--- src/rtl/sdiv_pkg.sv ---
package sdiv_pkg;
    typedef enum logic [1:0] {
        S_IDLE  = 2'd0,
        S_SETUP = 2'd1,
        S_ITER  = 2'd2,
        S_FIX   = 2'd3
    } sdiv_state_e;
endpackage

--- src/rtl/sdiv_operand_prep.sv ---
// Sign-extends the operands for the selected size, takes magnitudes and
// aligns them for the shift-subtract loop. Also detects early termination.
module sdiv_operand_prep #(
    parameter int W = 16
) (
    input  logic             word_mode,
    input  logic [2*W-1:0]   dvd_raw,
    input  logic [W-1:0]     dvs_raw,
    output logic [W:0]       rem_init,
    output logic [W-1:0]     low_init,
    output logic [W-1:0]     dvs_mag,
    output logic             neg_q,
    output logic             neg_r,
    output logic             div_zero,
    output logic             quot_big
);
    localparam int H = W / 2;

    logic [2*W-1:0] dvd_ext;
    logic [W-1:0]   dvs_ext;
    logic [2*W-1:0] dvd_mag;

    always_comb begin
        if (word_mode) begin
            dvd_ext = dvd_raw;
            dvs_ext = dvs_raw;
        end else begin
            dvd_ext = {{W{dvd_raw[W-1]}}, dvd_raw[W-1:0]};
            dvs_ext = {{(W-H){dvs_raw[H-1]}}, dvs_raw[H-1:0]};
        end
        dvd_mag  = dvd_ext[2*W-1] ? ((2*W)'(0) - dvd_ext) : dvd_ext;
        dvs_mag  = dvs_ext[W-1]   ? (W'(0) - dvs_ext)     : dvs_ext;
        neg_r    = dvd_ext[2*W-1];
        neg_q    = dvd_ext[2*W-1] ^ dvs_ext[W-1];
        div_zero = (dvs_ext == '0);
        if (word_mode) begin
            rem_init = {1'b0, dvd_mag[2*W-1:W]};
            low_init = dvd_mag[W-1:0];
        end else begin
            rem_init = {{(W-H+1){1'b0}}, dvd_mag[W-1:H]};
            low_init = {dvd_mag[H-1:0], {(W-H){1'b0}}};
        end
        quot_big = (rem_init >= {1'b0, dvs_mag});
    end
endmodule

--- src/rtl/sdiv_result_fix.sv ---
// Applies signs to the magnitude results, checks the signed quotient range
// and packs remainder and quotient for the selected size.
module sdiv_result_fix #(
    parameter int W = 16
) (
    input  logic             word_mode,
    input  logic [W-1:0]     q_mag,
    input  logic [W-1:0]     r_mag,
    input  logic             neg_q,
    input  logic             neg_r,
    output logic [2*W-1:0]   packed_res,
    output logic             range_ovf
);
    localparam int H = W / 2;

    logic [W-1:0] lim_pos;
    logic [W-1:0] lim;
    logic [W-1:0] q_s;
    logic [W-1:0] r_s;

    always_comb begin
        lim_pos   = word_mode ? {1'b0, {(W-1){1'b1}}}
                              : {{(W-H+1){1'b0}}, {(H-1){1'b1}}};
        lim       = lim_pos + W'(neg_q);
        range_ovf = (q_mag > lim);
        q_s       = neg_q ? (W'(0) - q_mag) : q_mag;
        r_s       = neg_r ? (W'(0) - r_mag) : r_mag;
        if (word_mode) packed_res = {r_s, q_s};
        else           packed_res = {{W{1'b0}}, r_s[H-1:0], q_s[H-1:0]};
    end
endmodule

--- src/rtl/sdiv_top.sv ---
module sdiv_top
    import sdiv_pkg::*;
#(
    parameter int W = 16
) (
    input  logic             clk,
    input  logic             rst_n,
    input  logic             start,
    input  logic             word_mode,
    input  logic [2*W-1:0]   dividend,
    input  logic [W-1:0]     divisor,
    output logic [2*W-1:0]   result,
    output logic             ovf,
    output logic             done
);
    localparam int H  = W / 2;
    localparam int CW = $clog2(W + 1);

    typedef struct packed {
        sdiv_state_e     state;
        logic            mode;
        logic [2*W-1:0]  dvd;
        logic [W-1:0]    dvs;
        logic [W:0]      rem;
        logic [W-1:0]    low;
        logic [CW-1:0]   cnt;
        logic            neg_q;
        logic            neg_r;
        logic [2*W-1:0]  res;
        logic            ovf;
        logic            done;
    } sdiv_regs_t;

    sdiv_regs_t s_d, s_q;

    logic [W:0]     p_rem_init;
    logic [W-1:0]   p_low_init;
    logic [W-1:0]   p_dvs_mag;
    logic           p_neg_q, p_neg_r, p_div_zero, p_quot_big;
    logic [2*W-1:0] f_res;
    logic           f_ovf;
    logic [W:0]     trial;
    logic           qbit;

    sdiv_operand_prep #(.W(W)) u_prep (
        .word_mode (s_q.mode),
        .dvd_raw   (s_q.dvd),
        .dvs_raw   (s_q.dvs),
        .rem_init  (p_rem_init),
        .low_init  (p_low_init),
        .dvs_mag   (p_dvs_mag),
        .neg_q     (p_neg_q),
        .neg_r     (p_neg_r),
        .div_zero  (p_div_zero),
        .quot_big  (p_quot_big)
    );

    sdiv_result_fix #(.W(W)) u_fix (
        .word_mode  (s_q.mode),
        .q_mag      (s_q.low),
        .r_mag      (s_q.rem[W-1:0]),
        .neg_q      (s_q.neg_q),
        .neg_r      (s_q.neg_r),
        .packed_res (f_res),
        .range_ovf  (f_ovf)
    );

    always_comb begin
        s_d      = s_q;
        s_d.done = 1'b0;
        trial    = {s_q.rem[W-1:0], s_q.low[W-1]};
        qbit     = (trial >= {1'b0, s_q.dvs});
        case (s_q.state)
            S_IDLE: begin
                if (start) begin
                    s_d.mode  = word_mode;
                    s_d.dvd   = dividend;
                    s_d.dvs   = divisor;
                    s_d.state = S_SETUP;
                end
            end
            S_SETUP: begin
                s_d.neg_q = p_neg_q;
                s_d.neg_r = p_neg_r;
                if (p_div_zero || p_quot_big) begin
                    s_d.ovf   = 1'b1;
                    s_d.done  = 1'b1;
                    s_d.state = S_IDLE;
                end else begin
                    s_d.rem   = p_rem_init;
                    s_d.low   = p_low_init;
                    s_d.dvs   = p_dvs_mag;
                    s_d.cnt   = s_q.mode ? CW'(W) : CW'(H);
                    s_d.state = S_ITER;
                end
            end
            S_ITER: begin
                s_d.rem = qbit ? (trial - {1'b0, s_q.dvs}) : trial;
                s_d.low = {s_q.low[W-2:0], qbit};
                s_d.cnt = s_q.cnt - CW'(1);
                if (s_q.cnt == CW'(1)) s_d.state = S_FIX;
            end
            S_FIX: begin
                s_d.res   = f_res;
                s_d.ovf   = f_ovf;
                s_d.done  = 1'b1;
                s_d.state = S_IDLE;
            end
            default: s_d.state = S_IDLE;
        endcase
    end

    always_ff @(posedge clk or negedge rst_n) begin
        if (!rst_n) begin
            s_q       <= '0;
            s_q.state <= S_IDLE;
        end else begin
            s_q <= s_d;
        end
    end

    assign result = s_q.res;
    assign ovf    = s_q.ovf;
    assign done   = s_q.done;

    // Partial remainder never reaches the divisor magnitude while iterating
    assert_rem_below_divisor_R3: assert property (@(posedge clk) disable iff (!rst_n)
        (s_q.state == S_ITER) |-> (s_q.rem < {1'b0, s_q.dvs}));

    // Zero divisor finishes straight after setup with the flag set
    assert_zero_divisor_flags_R4: assert property (@(posedge clk) disable iff (!rst_n)
        (s_q.state == S_SETUP && p_div_zero) |=> (done && ovf));

    // Completion only ever follows setup or sign correction
    assert_done_source_R7: assert property (@(posedge clk) disable iff (!rst_n)
        $rose(done) |-> ($past(s_q.state) == S_SETUP || $past(s_q.state) == S_FIX));

    // Completion is a single-cycle pulse
    assert_done_pulse_R8: assert property (@(posedge clk) disable iff (!rst_n)
        done |=> !done);

    // Outputs hold while idle without a new start
    assert_outputs_hold_R8: assert property (@(posedge clk) disable iff (!rst_n)
        (s_q.state == S_IDLE && !start) |=> ($stable(result) && $stable(ovf)));

    // A division in progress keeps its latched size mode
    assert_busy_ignores_start_R9: assert property (@(posedge clk) disable iff (!rst_n)
        (s_q.state != S_IDLE) |=> $stable(s_q.mode));
endmodule

--- config.mk ---
export PLATFORM = sky130hd
export DESIGN_NAME = sdiv_top
export DESIGN_NICKNAME = d
export VERILOG_FILES = /design/src/rtl/sdiv_pkg.sv /design/src/rtl/sdiv_operand_prep.sv /design/src/rtl/sdiv_result_fix.sv /design/src/rtl/sdiv_top.sv
export SDC_FILE = /design/constraint.sdc
export NUM_CORES = 1
export LEC_CHECK = 0
export CAP_MARGIN = 10
export CORE_ASPECT_RATIO = 1.5
export CORE_MARGIN = 3
export CORE_UTILIZATION = 61
export CTS_BUF_LIST = sky130_fd_sc_hd__clkbuf_8
export CTS_CLUSTER_DIAMETER = 30
export CTS_CLUSTER_SIZE = 20
export DETAILED_ROUTE_END_ITERATION = 6
export PLACE_DENSITY_LB_ADDON = 0.05
export SETUP_SLACK_MARGIN = 0.4
export SLEW_MARGIN = 20
export SYNTH_ARGS = -nofsm -noshare
export SYNTH_HDL_FRONTEND = slang
export SYNTH_HIERARCHICAL = 1
export SYNTH_SLANG_ARGS = --single-unit
--- constraint.sdc ---
create_clock -name clk -period 5.8 [get_ports clk]
set_clock_uncertainty 0.2 [all_clocks]
set_input_delay 0.87 -clock clk [delete_from_list [all_inputs] [get_ports clk]]
set_output_delay 0.87 -clock clk [all_outputs]
set_load 0.01 [all_outputs]
==> qor.txt <==
Status = finished, final reports clean
Post-route setup TNS = 0 ns
RSZ-0062 raised after global routing = false
Clock Sinks = 124
Area after DPL = 10400 um2
Crit path largest cell delay = 0.59 ns
Max Fanout on Critical Path = 44
Crit path required time = 5.94 ns
Slew Limit Fails = 0
Routed wire per std cell = 17.2 um
Initial antenna violation count = 0
H-tree levels = 4
GRT overflow = 0
Slew @ Worst Pin = 0.888 ns
DRT iter0 DRCs = 511
Share of cells above drive strength 1 = 13.7%
R2r setup slk = 0.81 ns
# rows = 55
Final period utilization = 86.0%
Post-route DRC = 0
Final Hold Vio Count = 0
Nets@finish = 1234
Num CTS Buffers = 17
Die H = 160 um
# diodes = 0
HP Class = primary input to asynchronous set/reset pin
Die ar. = 17500 um2
Worst-path clk slew = 0.09 ns
Worst Path Arrival = 5.13 ns
Sequential cell area = 3100 um2
GP Congestion = 0.955
Critical Path, Cell by Cell = or4_4 -> a2111o_1 -> o31ai_2 -> xor2_1 -> nor2_1 -> ha_1 -> a221oi_1 -> o211ai_1 -> o21ai_0 -> nand3_1 -> or3_1 -> nor2_1 -> nor2_1 -> inv_1 -> buf_4 -> and3_1 -> a21oi_1 -> o21ai_0
IO buf count = 85
Die X = 109 um
Largest net degree at the start of global routing = 54
Clk buf depth = 2
Clock root buffer master = clkbuf_8
Detail Route Antenna Nets = 0
Max-cap violations = 0
DR pass1 iterations = 5
Slowest CP cell = or4_4
Global-route wire length before repair = 38800 um
Vias post-DR = 8156
# setup viols final = 0
Setup crit end kind = flip-flop
Design Area, Final = 10800 um2
Area of the multi-input gates = 5850 um2
Routed WL = 23100 um
Syn Area/Cell = 8.81 um2
CP most frequent cell = nor2_1
Hold_buf cts = 0
Final HPWL DP = 17100 um
Final min period = 4.99 ns
Relative slew slack = 40.7%
IO Count = 86
Filler cell count = 1255
Vias per cell = 6.07
Worst Path Buf+Inv = 2
CTS tree = yes
Startpoint Class = flip-flop
Ys Warns = 6
Setup CP Type = flip-flop to flip-flop
Initial Utilization = 63.1%
Mapped cell area = 9690 um2
Core area = 15300 um2
Synthesis-to-layout area growth = 11.6%
Vias in the first global route = 7949
Synth Net Count = 1203
Max frequency = 0.201 GHz
Clock latency on the worst-skew pair = 0.43 ns
Kind of cell adding the most delay to the critical path = simple AND/OR/NAND/NOR gates
Syn Inst Count = 1100
Total GRT Usage = 27.2%
WHS = 0.212 ns
==> per-layer routing <==
layer  share of wire [%]  up-vias  GRT usage [%]
met5                   0        -              0
li1                    -     3956              -
met4                 2.6        0           9.94
met1                  42     3890           34.9
met3                 4.8       46           3.26
met2                  51      264           46.4
==> per-stage QoR <==
step           setup WS [ns]  util [%]  std cells
6_report               0.814      70.5       1343
3_3_place_gp           0.918      67.6       1311
5_1_grt                0.444      70.5       1343
3_5_place_dp           0.723      67.6       1311
2_1_floorplan           1.44         -       1100
4_1_cts                0.649      70.4       1343
==> cells in the final DEF (no fill, tap or decap), drive strengths merged, types with 19 or more instances in the layout <==
cell / count
dfrtp: 124
nor2: 106
nand2: 98
clkdlybuf4s50: 84
mux2: 69
a21oi: 56
inv: 53
ha: 50
xor2: 43
o21ai: 42
a31oi: 39
xnor2: 39
nand3: 38
mux2i: 26
nor3: 26
buf: 21
o31ai: 21
nor2b: 19
and3: 19
==> final cells by class <==
cell class,count,share of cell area (%)
clock buffers,18,2.29
clock inverters,14,1.70
inverters,48,1.67
multi-input cells,835,54.1
flip-flops and latches,124,28.7
well taps,199,2.30
repair buffers,105,9.23
==> state kept, by name, summed over array words and instances (netlist names), named ones only <==
register,flops
ovf,1
done,1
s_q,89
result,32
==> repair_timing <==
item / in CTS / in global routing
buffers inserted: 0 / 0
resized for setup: 0 / 1
setup endpoints to repair: 0 / 10
hold endpoints to repair: 0 / 0
==> path summary, 6_finish.rpt <==
kind,start,end,cells past startpoint
hold / removal,rst_n,result[4],1
min in group clk,result[25],result[25],1
setup / recovery,s_q[109],s_q[59],18
setup reg to reg,s_q[109],s_q[59],18
hold reg to reg,result[25],result[25],1
max in group asynchronous,rst_n,s_q[87],2
Power is not shown: default switching activity piles up to over one toggle a cycle in this logic, so the estimate is an artifact.
